**src/rtl/rxd_pkg.sv**
```systemverilog
package rxd_pkg;
  localparam logic [2:0] ST_FIRST = 3'b001;
  localparam logic [2:0] ST_MID   = 3'b010;
  localparam logic [2:0] ST_LAST  = 3'b100;
  typedef enum logic [1:0] {S_IDLE, S_W0, S_W1, S_W2} wr_state_e;
endpackage

```
**src/rtl/rxd_ts_gen.sv**
```systemverilog
module rxd_ts_gen #(
  parameter int TS_DIV = 16,
  parameter int TS_W   = 24
) (
  input  logic            clk,
  input  logic            rst,
  output logic [TS_W-1:0] ts
);
  localparam int PW = (TS_DIV > 1) ? $clog2(TS_DIV) : 1;
  logic [PW-1:0] pre;

  always_ff @(posedge clk) begin
    if (rst) begin
      pre <= '0;
      ts  <= '0;
    end else if (pre == PW'(TS_DIV - 1)) begin
      pre <= '0;
      ts  <= ts + 1'b1;
    end else begin
      pre <= pre + 1'b1;
    end
  end

  // timestamp only ever steps by one (with wrap)
  p_ts_step_r6: assert property (@(posedge clk) disable iff (rst)
    (ts != $past(ts)) |-> (ts == $past(ts) + 1'b1));
endmodule

```
**src/rtl/rxd_pkt_track.sv**
```systemverilog
module rxd_pkt_track #(
  parameter int NUM_CH = 256,
  parameter int CH_W   = 8
) (
  input  logic            clk,
  input  logic            rst,
  input  logic            upd,
  input  logic [CH_W-1:0] ch_idx,
  input  logic            eop,
  output logic [2:0]      status
);
  import rxd_pkg::*;
  logic [NUM_CH-1:0] open_q;

  always_comb begin
    if (eop)                 status = ST_LAST;
    else if (open_q[ch_idx]) status = ST_MID;
    else                     status = ST_FIRST;
  end

  always_ff @(posedge clk) begin
    if (rst)      open_q <= '0;
    else if (upd) open_q[ch_idx] <= !eop;
  end

  // status code is one-hot whenever it is used
  p_status_onehot_r4: assert property (@(posedge clk) disable iff (rst)
    upd |-> $onehot(status));
  // a last buffer closes the channel's packet
  p_close_r4: assert property (@(posedge clk) disable iff (rst)
    (upd && eop) |=> !open_q[$past(ch_idx)]);
endmodule

```
**src/rtl/rxd_word_pack.sv**
```systemverilog
module rxd_word_pack #(
  parameter int CH_W      = 8,
  parameter int TS_W      = 24,
  parameter int BC_IN_W   = 16,
  parameter int MAX_BYTES = 8188
) (
  input  logic [31:0]        buf_addr,
  input  logic [BC_IN_W-1:0] byte_cnt,
  input  logic [15:0]        next_idx,
  input  logic [CH_W-1:0]    ch_idx,
  input  logic [TS_W-1:0]    ts,
  input  logic [2:0]         status,
  output logic [31:0]        w0,
  output logic [31:0]        w1,
  output logic [31:0]        w2,
  output logic               clip
);
  import rxd_pkg::*;
  logic [12:0] bc_f;
  logic [15:0] link;

  always_comb begin
    clip = byte_cnt > BC_IN_W'(MAX_BYTES);
    bc_f = clip ? 13'(MAX_BYTES) : 13'(byte_cnt);
    link = (status == ST_LAST) ? 16'h0000 : next_idx;
    w0   = buf_addr;
    w1   = {status, bc_f, link};
    w2   = {24'(ts), 8'(ch_idx)};
  end
endmodule

```
**src/rtl/rx_desc_writer.sv**
```systemverilog
module rx_desc_writer #(
  parameter int NUM_CH    = 256,
  parameter int CH_W      = 8,
  parameter int TS_W      = 24,
  parameter int TS_DIV    = 16,
  parameter int BC_IN_W   = 16,
  parameter int AW        = 32,
  parameter int MAX_BYTES = 8188
) (
  input  logic               clk,
  input  logic               rst,
  input  logic               in_valid,
  output logic               in_ready,
  input  logic [31:0]        in_buf_addr,
  input  logic [BC_IN_W-1:0] in_byte_cnt,
  input  logic [CH_W:0]      in_chan,
  input  logic               in_eop,
  input  logic [15:0]        in_next_idx,
  input  logic [AW-1:0]      in_desc_addr,
  output logic               mem_valid,
  input  logic               mem_ready,
  output logic [AW-1:0]      mem_addr,
  output logic [31:0]        mem_data,
  output logic               cnt_err
);
  import rxd_pkg::*;

  wr_state_e        state;
  logic [TS_W-1:0]  ts;
  logic [2:0]       status;
  logic [CH_W-1:0]  ch_idx;
  logic [31:0]      w0, w1, w2, w1_q, w2_q;
  logic             clip, accept;
  logic [AW-1:0]    base_q, offs;

  assign ch_idx   = CH_W'(in_chan - 1'b1);
  assign in_ready = (state == S_IDLE);
  assign accept   = in_valid && in_ready;

  rxd_ts_gen #(.TS_DIV(TS_DIV), .TS_W(TS_W)) u_ts (
    .clk(clk), .rst(rst), .ts(ts));

  rxd_pkt_track #(.NUM_CH(NUM_CH), .CH_W(CH_W)) u_trk (
    .clk(clk), .rst(rst), .upd(accept), .ch_idx(ch_idx),
    .eop(in_eop), .status(status));

  rxd_word_pack #(.CH_W(CH_W), .TS_W(TS_W), .BC_IN_W(BC_IN_W),
                  .MAX_BYTES(MAX_BYTES)) u_pack (
    .buf_addr(in_buf_addr), .byte_cnt(in_byte_cnt), .next_idx(in_next_idx),
    .ch_idx(ch_idx), .ts(ts), .status(status),
    .w0(w0), .w1(w1), .w2(w2), .clip(clip));

  always_ff @(posedge clk) begin
    if (rst) begin
      state     <= S_IDLE;
      mem_valid <= 1'b0;
      cnt_err   <= 1'b0;
    end else begin
      cnt_err <= 1'b0;
      case (state)
        S_IDLE: if (in_valid) begin
          state     <= S_W0;
          mem_valid <= 1'b1;
          mem_addr  <= in_desc_addr;
          mem_data  <= w0;
          base_q    <= in_desc_addr;
          w1_q      <= w1;
          w2_q      <= w2;
          cnt_err   <= clip;
        end
        S_W0: if (mem_ready) begin
          state    <= S_W1;
          mem_addr <= mem_addr + 1'b1;
          mem_data <= w1_q;
        end
        S_W1: if (mem_ready) begin
          state    <= S_W2;
          mem_addr <= mem_addr + 1'b1;
          mem_data <= w2_q;
        end
        default: if (mem_ready) begin
          state     <= S_IDLE;
          mem_valid <= 1'b0;
        end
      endcase
    end
  end

  assign offs = mem_addr - base_q;

  // a stalled word is held unchanged
  p_hold_r8: assert property (@(posedge clk) disable iff (rst)
    (mem_valid && !mem_ready) |=> (mem_valid && $stable(mem_addr) && $stable(mem_data)));
  // consecutive words go to consecutive addresses
  p_addr_step_r7: assert property (@(posedge clk) disable iff (rst)
    (mem_valid && mem_ready && state != S_W2) |=> (mem_addr == $past(mem_addr) + 1'b1));
  // the fourth word is never addressed
  p_no_w3_r7: assert property (@(posedge clk) disable iff (rst)
    mem_valid |-> (offs < AW'(3)));
  // error pulse only follows an accepted request
  p_err_src_r3: assert property (@(posedge clk) disable iff (rst)
    cnt_err |-> $past(accept));
  // busy right after accepting
  p_busy_r9: assert property (@(posedge clk) disable iff (rst)
    accept |=> (!in_ready && mem_valid));
endmodule

```
**config.mk**
```make
export PLATFORM = sky130hd
export DESIGN_NAME = rx_desc_writer
export DESIGN_NICKNAME = d
export VERILOG_FILES = /design/src/rtl/rxd_pkg.sv /design/src/rtl/rxd_ts_gen.sv /design/src/rtl/rxd_pkt_track.sv /design/src/rtl/rxd_word_pack.sv /design/src/rtl/rx_desc_writer.sv
export SDC_FILE = /design/constraint.sdc
export NUM_CORES = 1
export LEC_CHECK = 0
export BUFFER_PORTS_ARGS = -buffer_cell sky130_fd_sc_hd__buf_2
export CAP_MARGIN = 10
export CORE_ASPECT_RATIO = 1.75
export CORE_UTILIZATION = 50
export DETAILED_ROUTE_END_ITERATION = 8
export PLACE_DENSITY = 0.73
export SKIP_LAST_GASP = 1
export SYNTH_ARGS = -nofsm -noshare
export SYNTH_HDL_FRONTEND = slang
export SYNTH_SLANG_ARGS = --single-unit
```
**constraint.sdc**
```tcl
create_clock -name clk -period 3.9 [get_ports clk]
set_clock_uncertainty 0.1 [all_clocks]
set_input_delay 0.195 -clock clk [delete_from_list [all_inputs] [get_ports clk]]
set_output_delay 0.195 -clock clk [all_outputs]
set_load 0.02 [all_outputs]
```
# [Word level (Yosys, flattened, before mapping)]
# Index checks and enable logic that the tools add are counted.
# Widths: inputs -> output; s select.
[op_classes] n_addsub=4 order_cmp=3 eq_ne=8 muxes=22 bitwise=4 reduce_logical=15
[op_table] op="$bwmux 256" n=1
[op_table] op="$mux 32" n=5
[op_table] op="$pmux 32 s3" n=1
[op_table] op="$pmux 32 s2" n=1
[op_table] op="$add 32x1->32 const B" n=1
[op_table] op="$add 24x1->24 const B" n=1
[op_table] op="$gt 16x13->1 const B" n=1
[op_table] op="$mux 2" n=5
[op_table] op="$lt 8x9->1 const B" n=1
[op_table] op="$bmux 1 s8" n=1
[op_table] op="$demux 1 s8" n=1
[op_table] op="$ge 8x1->1 const B" n=1
[op_table] op="$reduce_and 4->1" n=2
[op_table] op="$sub 8x1->8 const B" n=1
[op_table] op="$ne 2x2->1 const B" n=3
[op_table] op="$pmux 2 s3" n=1
[op_table] op="$reduce_and 3->1" n=2
[op_table] op="$reduce_and 5->1" n=1
[op_table] op="$add 4x1->4 const B" n=1
[op_table] op="$eq 4x4->1 const B" n=1
[op_table] op="$mux 1" n=4
[op_table] op="$not 1->1" n=4
[op_table] op="$reduce_bool 2->1" n=2
[op_table] op="$reduce_or 2->1" n=2
[op_table] op="11 further kinds" n=12
[word_totals] ff_bits=416 input_bits=110 out_inout_bits=67 elab_cells=68

# [Longest topological paths before layout]
[logic_depth] depth_word=6 mapped_depth=13 mapped_depth_nobuf=10

# [Hierarchy]
# Synthesis repeated with hierarchy kept, for this count alone.
[unflattened] cells_unflattened=1885 area_unflattened_um2=19765.2
[modules_own_cells] module="rxd_pkt_track" n_inst=1 cells_each=1171 area_each_um2=11937.7 seq_area_each_um2=5124.9
[modules_own_cells] module="rx_desc_writer" n_inst=1 cells_each=461 area_each_um2=5791.8 seq_area_each_um2=3923.8
[modules_own_cells] module="rxd_ts_gen" n_inst=1 cells_each=147 area_each_um2=1285.0 seq_area_each_um2=560.5
[modules_own_cells] module="rxd_word_pack" n_inst=1 cells_each=106 area_each_um2=750.7 seq_area_each_um2=0.0

# [Worst setup path after synthesis]
# Ideal clock, no wire load.
[synth_timing] path_kind="register to register" start="register state[0]" end="register w1_q[0], enable pin" setup_time_ns=0.487 arrival_time_ns=3.810 required_time_ns=3.313 path_slack_ns=-0.497 stages_incl_launch_ff=6 n_path_buf=1 period_less_slack_ns=4.397 cell_sequence="dfxtp_1 > inv_1 > ha_1 > clkbuf_1 > nand2_1 > nor2_1"
[synth_between] elab_chain_len=2
[synth_rtl] item="from (decl)" line="rx_desc_writer.sv:28" source="wr_state_e state;"
[synth_rtl] item="from (signal assigned)" line="rx_desc_writer.sv:55" source="state <= S_IDLE;"
[synth_rtl] item="from (signal assigned)" line="rx_desc_writer.sv:62" source="state <= S_W0;"
[synth_rtl] item="from (signal assigned)" line="rx_desc_writer.sv:72" source="state <= S_W1;"
[synth_rtl] item="$logic_not 2->1"
[synth_rtl] item="via in_ready" line="rx_desc_writer.sv:13" source="output logic in_ready,"
[synth_rtl] item="$reduce_and 3->1 (no source line)"
[synth_rtl] item="to (signal assigned)" line="rx_desc_writer.sv:67" source="w1_q <= w1;"
[synth_rtl] item="to (decl)" line="rx_desc_writer.sv:32" source="logic [31:0] w0, w1, w2, w1_q, w2_q;"
# The timed path passes the listed nets, and every way through them passes these cells.
# A chain may end at the register's enable or synchronous reset.

# [Final worst setup path]
[layout_timing] start="input port in_chan[0]" end="register u_trk.open_q[128]"
[layout_between] elab_chain_len=6 word_cells_on_any_way=7 cone_classes="1 x add/sub; 2 x order compare; 3 x mux; 1 x reduce/logical"
[layout_rtl] item="from (decl)" line="rx_desc_writer.sv:16" source="input logic [CH_W:0] in_chan,"
[layout_rtl] item="$sub 8x1->8 *" line="rx_desc_writer.sv:36" source="assign ch_idx = CH_W'(in_chan - 1'b1);"
[layout_rtl] item="via ch_idx[7]" line="rx_desc_writer.sv:31" source="logic [CH_W-1:0] ch_idx;"
[layout_rtl] item="$lt 8x9->1 (not written as such) or $ge 8x1->1 (tied branches)" line="rxd_pkt_track.sv:23" source="else if (upd) open_q[ch_idx] <= !eop;"
[layout_rtl] item="$logic_and 1x1->1 (not written as such)" line="rxd_pkt_track.sv:23"
[layout_rtl] item="$mux 1 (not written as such)" line="rxd_pkt_track.sv:23"
[layout_rtl] item="$demux 1 s8 *"
[layout_rtl] item="$bwmux 256 *" line="rxd_pkt_track.sv:23"
[layout_rtl] item="to (signal, indexed assignment)" line="rxd_pkt_track.sv:23"
[layout_rtl] item="to (decl)" line="rxd_pkt_track.sv:13" source="logic [NUM_CH-1:0] open_q;"
# Mark *: on every way through the listed nets, which the timed path passes. The rest lies on a longest branch.

==> impl_metrics.ini <==
[drt]
num_vias = 15900
drtPass1Iterations = 6
drc_errors = 0
routed_wl_mm = 52.4
drtIter0Drc = 1374
viasPerCell = 6.36
wl_per_cell_um = 21.0
ant_nets = 0

[logic_synthesis]
yosysTopAreaCell = dfxtp_1
synth-edff-count = 128
synth_top_area_share_pct = 30.2
ys_seq_area_share_pct = 50.4
yosysWarningCount = 0
synth_cell_type_count = 58
synth.ff_latch_count = 416
netlist_instances = 1821
netlist_area_um2 = 19100
ys_top_cells_by_area = dfxtp_1 (30%), edfxtp_1 (20%), a311oi_1 (11%)
async_flop_share_pct = 0
avgSynthCellArea_um2 = 10.5
synth_flop_cell = dfxtp_1
mappedNetlistNets = 1942

[clocking]
cts_root_buffer = clkbuf_16
cts_buffer_depth = 3
htree_levels = 2
cts_setup_buffers = 0
cts_sinks = 416
numCtsBuffers = 38
postCtsHoldBufs = 100
clk_pin_slew_ns = 0.07
cts.repair.resized = 0
clk_latency_ns = 0.54
cts_tree = built

[sta]
slew-limit-headroom_pct = 38.9
period_needed_ns = 2.68
setup_viol = 0
slew_violations = 0
whs_ns = 0.0228
worstMarginPinSlew_ns = 0.913
tns_ns = 0
setup_slack_ns = 1.22
hold_viol = 0
period_share_pct = 68.7
rsz0062_at_grt = no
fmax_ghz = 0.373

[placement]
postPlaceCellArea_um2 = 20300
port_buffers = 175
gp_congestion = 0.862
hpwlAfterDp_mm = 31.6
post-place-ws_ns = 0.722

[power_and_ir_drop]
internal_power_w = 0.00851
leakage_nw = 7.44
switchingPower_w = 0.00402
p_per_area_nw_per_um2 = 552
p_seq_share_pct = 43.3
power_frac_comb_pct = 24.9
vdd_ir_drop_max_v = 0.000460
swShare_pct = 32.1
clockPowerShare_pct = 31.8

[worst_setup_path]
worstPathRequired_ns = 4.24
arrival_ns = 3.02
worstSetupPathType = in2reg
worst_setup_path_start_kind = input port
cp_max_fo = 27
critical_path.endpoint_type = flop

[hold_path]
hp-class = in2reg

[finish]
drive_gt1_share_pct = 20.4
final_cell_mix = a21oi_1 (326), dfxtp_1 (288), a311oi_1 (240)
finalInstanceArea_um2 = 22700
area_growth_pct = 19.0
nNetsFinal = 2105
mostFrequentLayoutCell = a21oi_1

[global_route]
antenna_found_initial = 4
track_usage_pct = 26.5
grt_pass1_vias = 15400
grt.overflow.total = 0
grt_pass1_wl_mm = 81.4
grt_max_degree = 173

[die]
die_h_um = 260
core_um2 = 37600
start_util_pct = 50.7
rows = 94
fp.dieW_um = 150
io-pin-count = 177
die-area_um2 = 39000

[status]
status = complete, no violations

[run]
drv_cap = 0
power groups by stage:
stage	sequential, W	clock [W]	combinational (W)
floorplan	0.00588	0	0.00164
global placement	0.00548	0	0.00289
detailed placement	0.00551	0	0.00295
CTS	0.00542	0.00403	0.00305
global route	0.00547	0.00419	0.00337
finish	0.00542	0.00399	0.00312
cell usage after synthesis (3+ instances only):
library cell and n:
a211oi_1 5, a21oi_1 326, a22oi_1 36, a311oi_1 240, a31oi_1 3, and2_1 9, and3_1 23, and4_1 7
buf_1 12, buf_2 47, buf_4 8, clkbuf_1 151, dfxtp_1 288, edfxtp_1 128, ha_1 11, inv_1 13
inv_2 4, mux2_2 3, mux2i_1 11, mux4_2 64, nand2_1 77, nand2b_1 12, nand3_1 26, nand4_1 22
nor2_1 124, nor2b_1 20, nor3_1 15, nor3_4 4, nor4_1 5, nor4_4 3, o21ai_0 16, o31ai_1 7
or3_1 13, or4_1 7, xnor2_1 22, xor2_1 31
cell type report:
class,count,area (µm²)
Inverter,19,71.3
Clock buffer,53,1150
Antenna cell,3,7.51
Sequential cell,416,9610
Multi-Input combinational cell,1168,8580
Timing Repair Buffer,341,2490
Fill cell,2920,14900
Tap cell,480,601
Clock inverter,14,183
critical path: stages:
cell	delay, ns
buf_4	0.21
or3_1	0.46
nor4_4	0.27
xor2_4	0.49
nand2_2	0.17
nor3_4	0.73
a21oi_1	0.19
a311oi_1	0.29
per-layer routing:
| layer | part of all wire [%] | global-route usage (%) | vias up | wire, µm |
|---|---|---|---|---|
| li1 | - | - | 7364 | - |
| met2 | 52 | 47.5 | 685 | 27200 |
| met1 | 37 | 29.8 | 7646 | 19300 |
| met3 | 6.2 | 3.57 | 169 | 3230 |
| met5 | 0.048 | 0 | - | 25 |
| met4 | 5.3 | 15.2 | 4 | 2780 |
final timing paths:
kind	depth (start not counted)	end	slack, ns	from
min	3	w1_q[28]$_SDFFCE_PP1P_	0.02	in_byte_cnt[13]
min reg2reg	0	w2_q[31]$_DFFE_PP_	0.36	u_ts.ts[23]$_SDFFE_PP0P_
max reg2reg	8	u_trk.open_q[30]$_SDFFE_PP0P_	1.25	state[0]$_SDFFE_PP0P_
max	8	u_trk.open_q[128]$_SDFFE_PP0P_	1.22	in_chan[0]
state kept, by name (all words and copies together), names as in the netlist:
| name | cells |
|---|---|
| u_trk.open_q | 256 |
| mem_addr | 32 |
| mem_data | 32 |
| w1_q | 32 |
| w2_q | 32 |
| u_ts.ts | 24 |
| u_ts.pre | 4 |
| state | 2 |
| cnt_err | 1 |
| mem_valid | 1 |
per-stage QoR:
step                util, %  instances  total power [W]
finish                 60.3       2494           0.0125
global route           60.3       2493           0.0130
CTS                    60.3       2491           0.0125
detailed placement     54.1       2324          0.00846
global placement       54.1       2324          0.00837
floorplan                 -       1821          0.00752
kinds of logic after synthesis:
logic type / after synthesis / synth area share, %
AOI/OAI and AO/OA: 646 / 22.6
DFF: 416 / 50.4
and+or+nand+nor: 378 / 10.2
buffers and inverters: 237 / 5.13
muxes: 78 / 8.31
xor gates and xnor gates: 55 / 2.66
adders and majority gates: 11 / 0.722
Power figures use the tool's default switching activity.
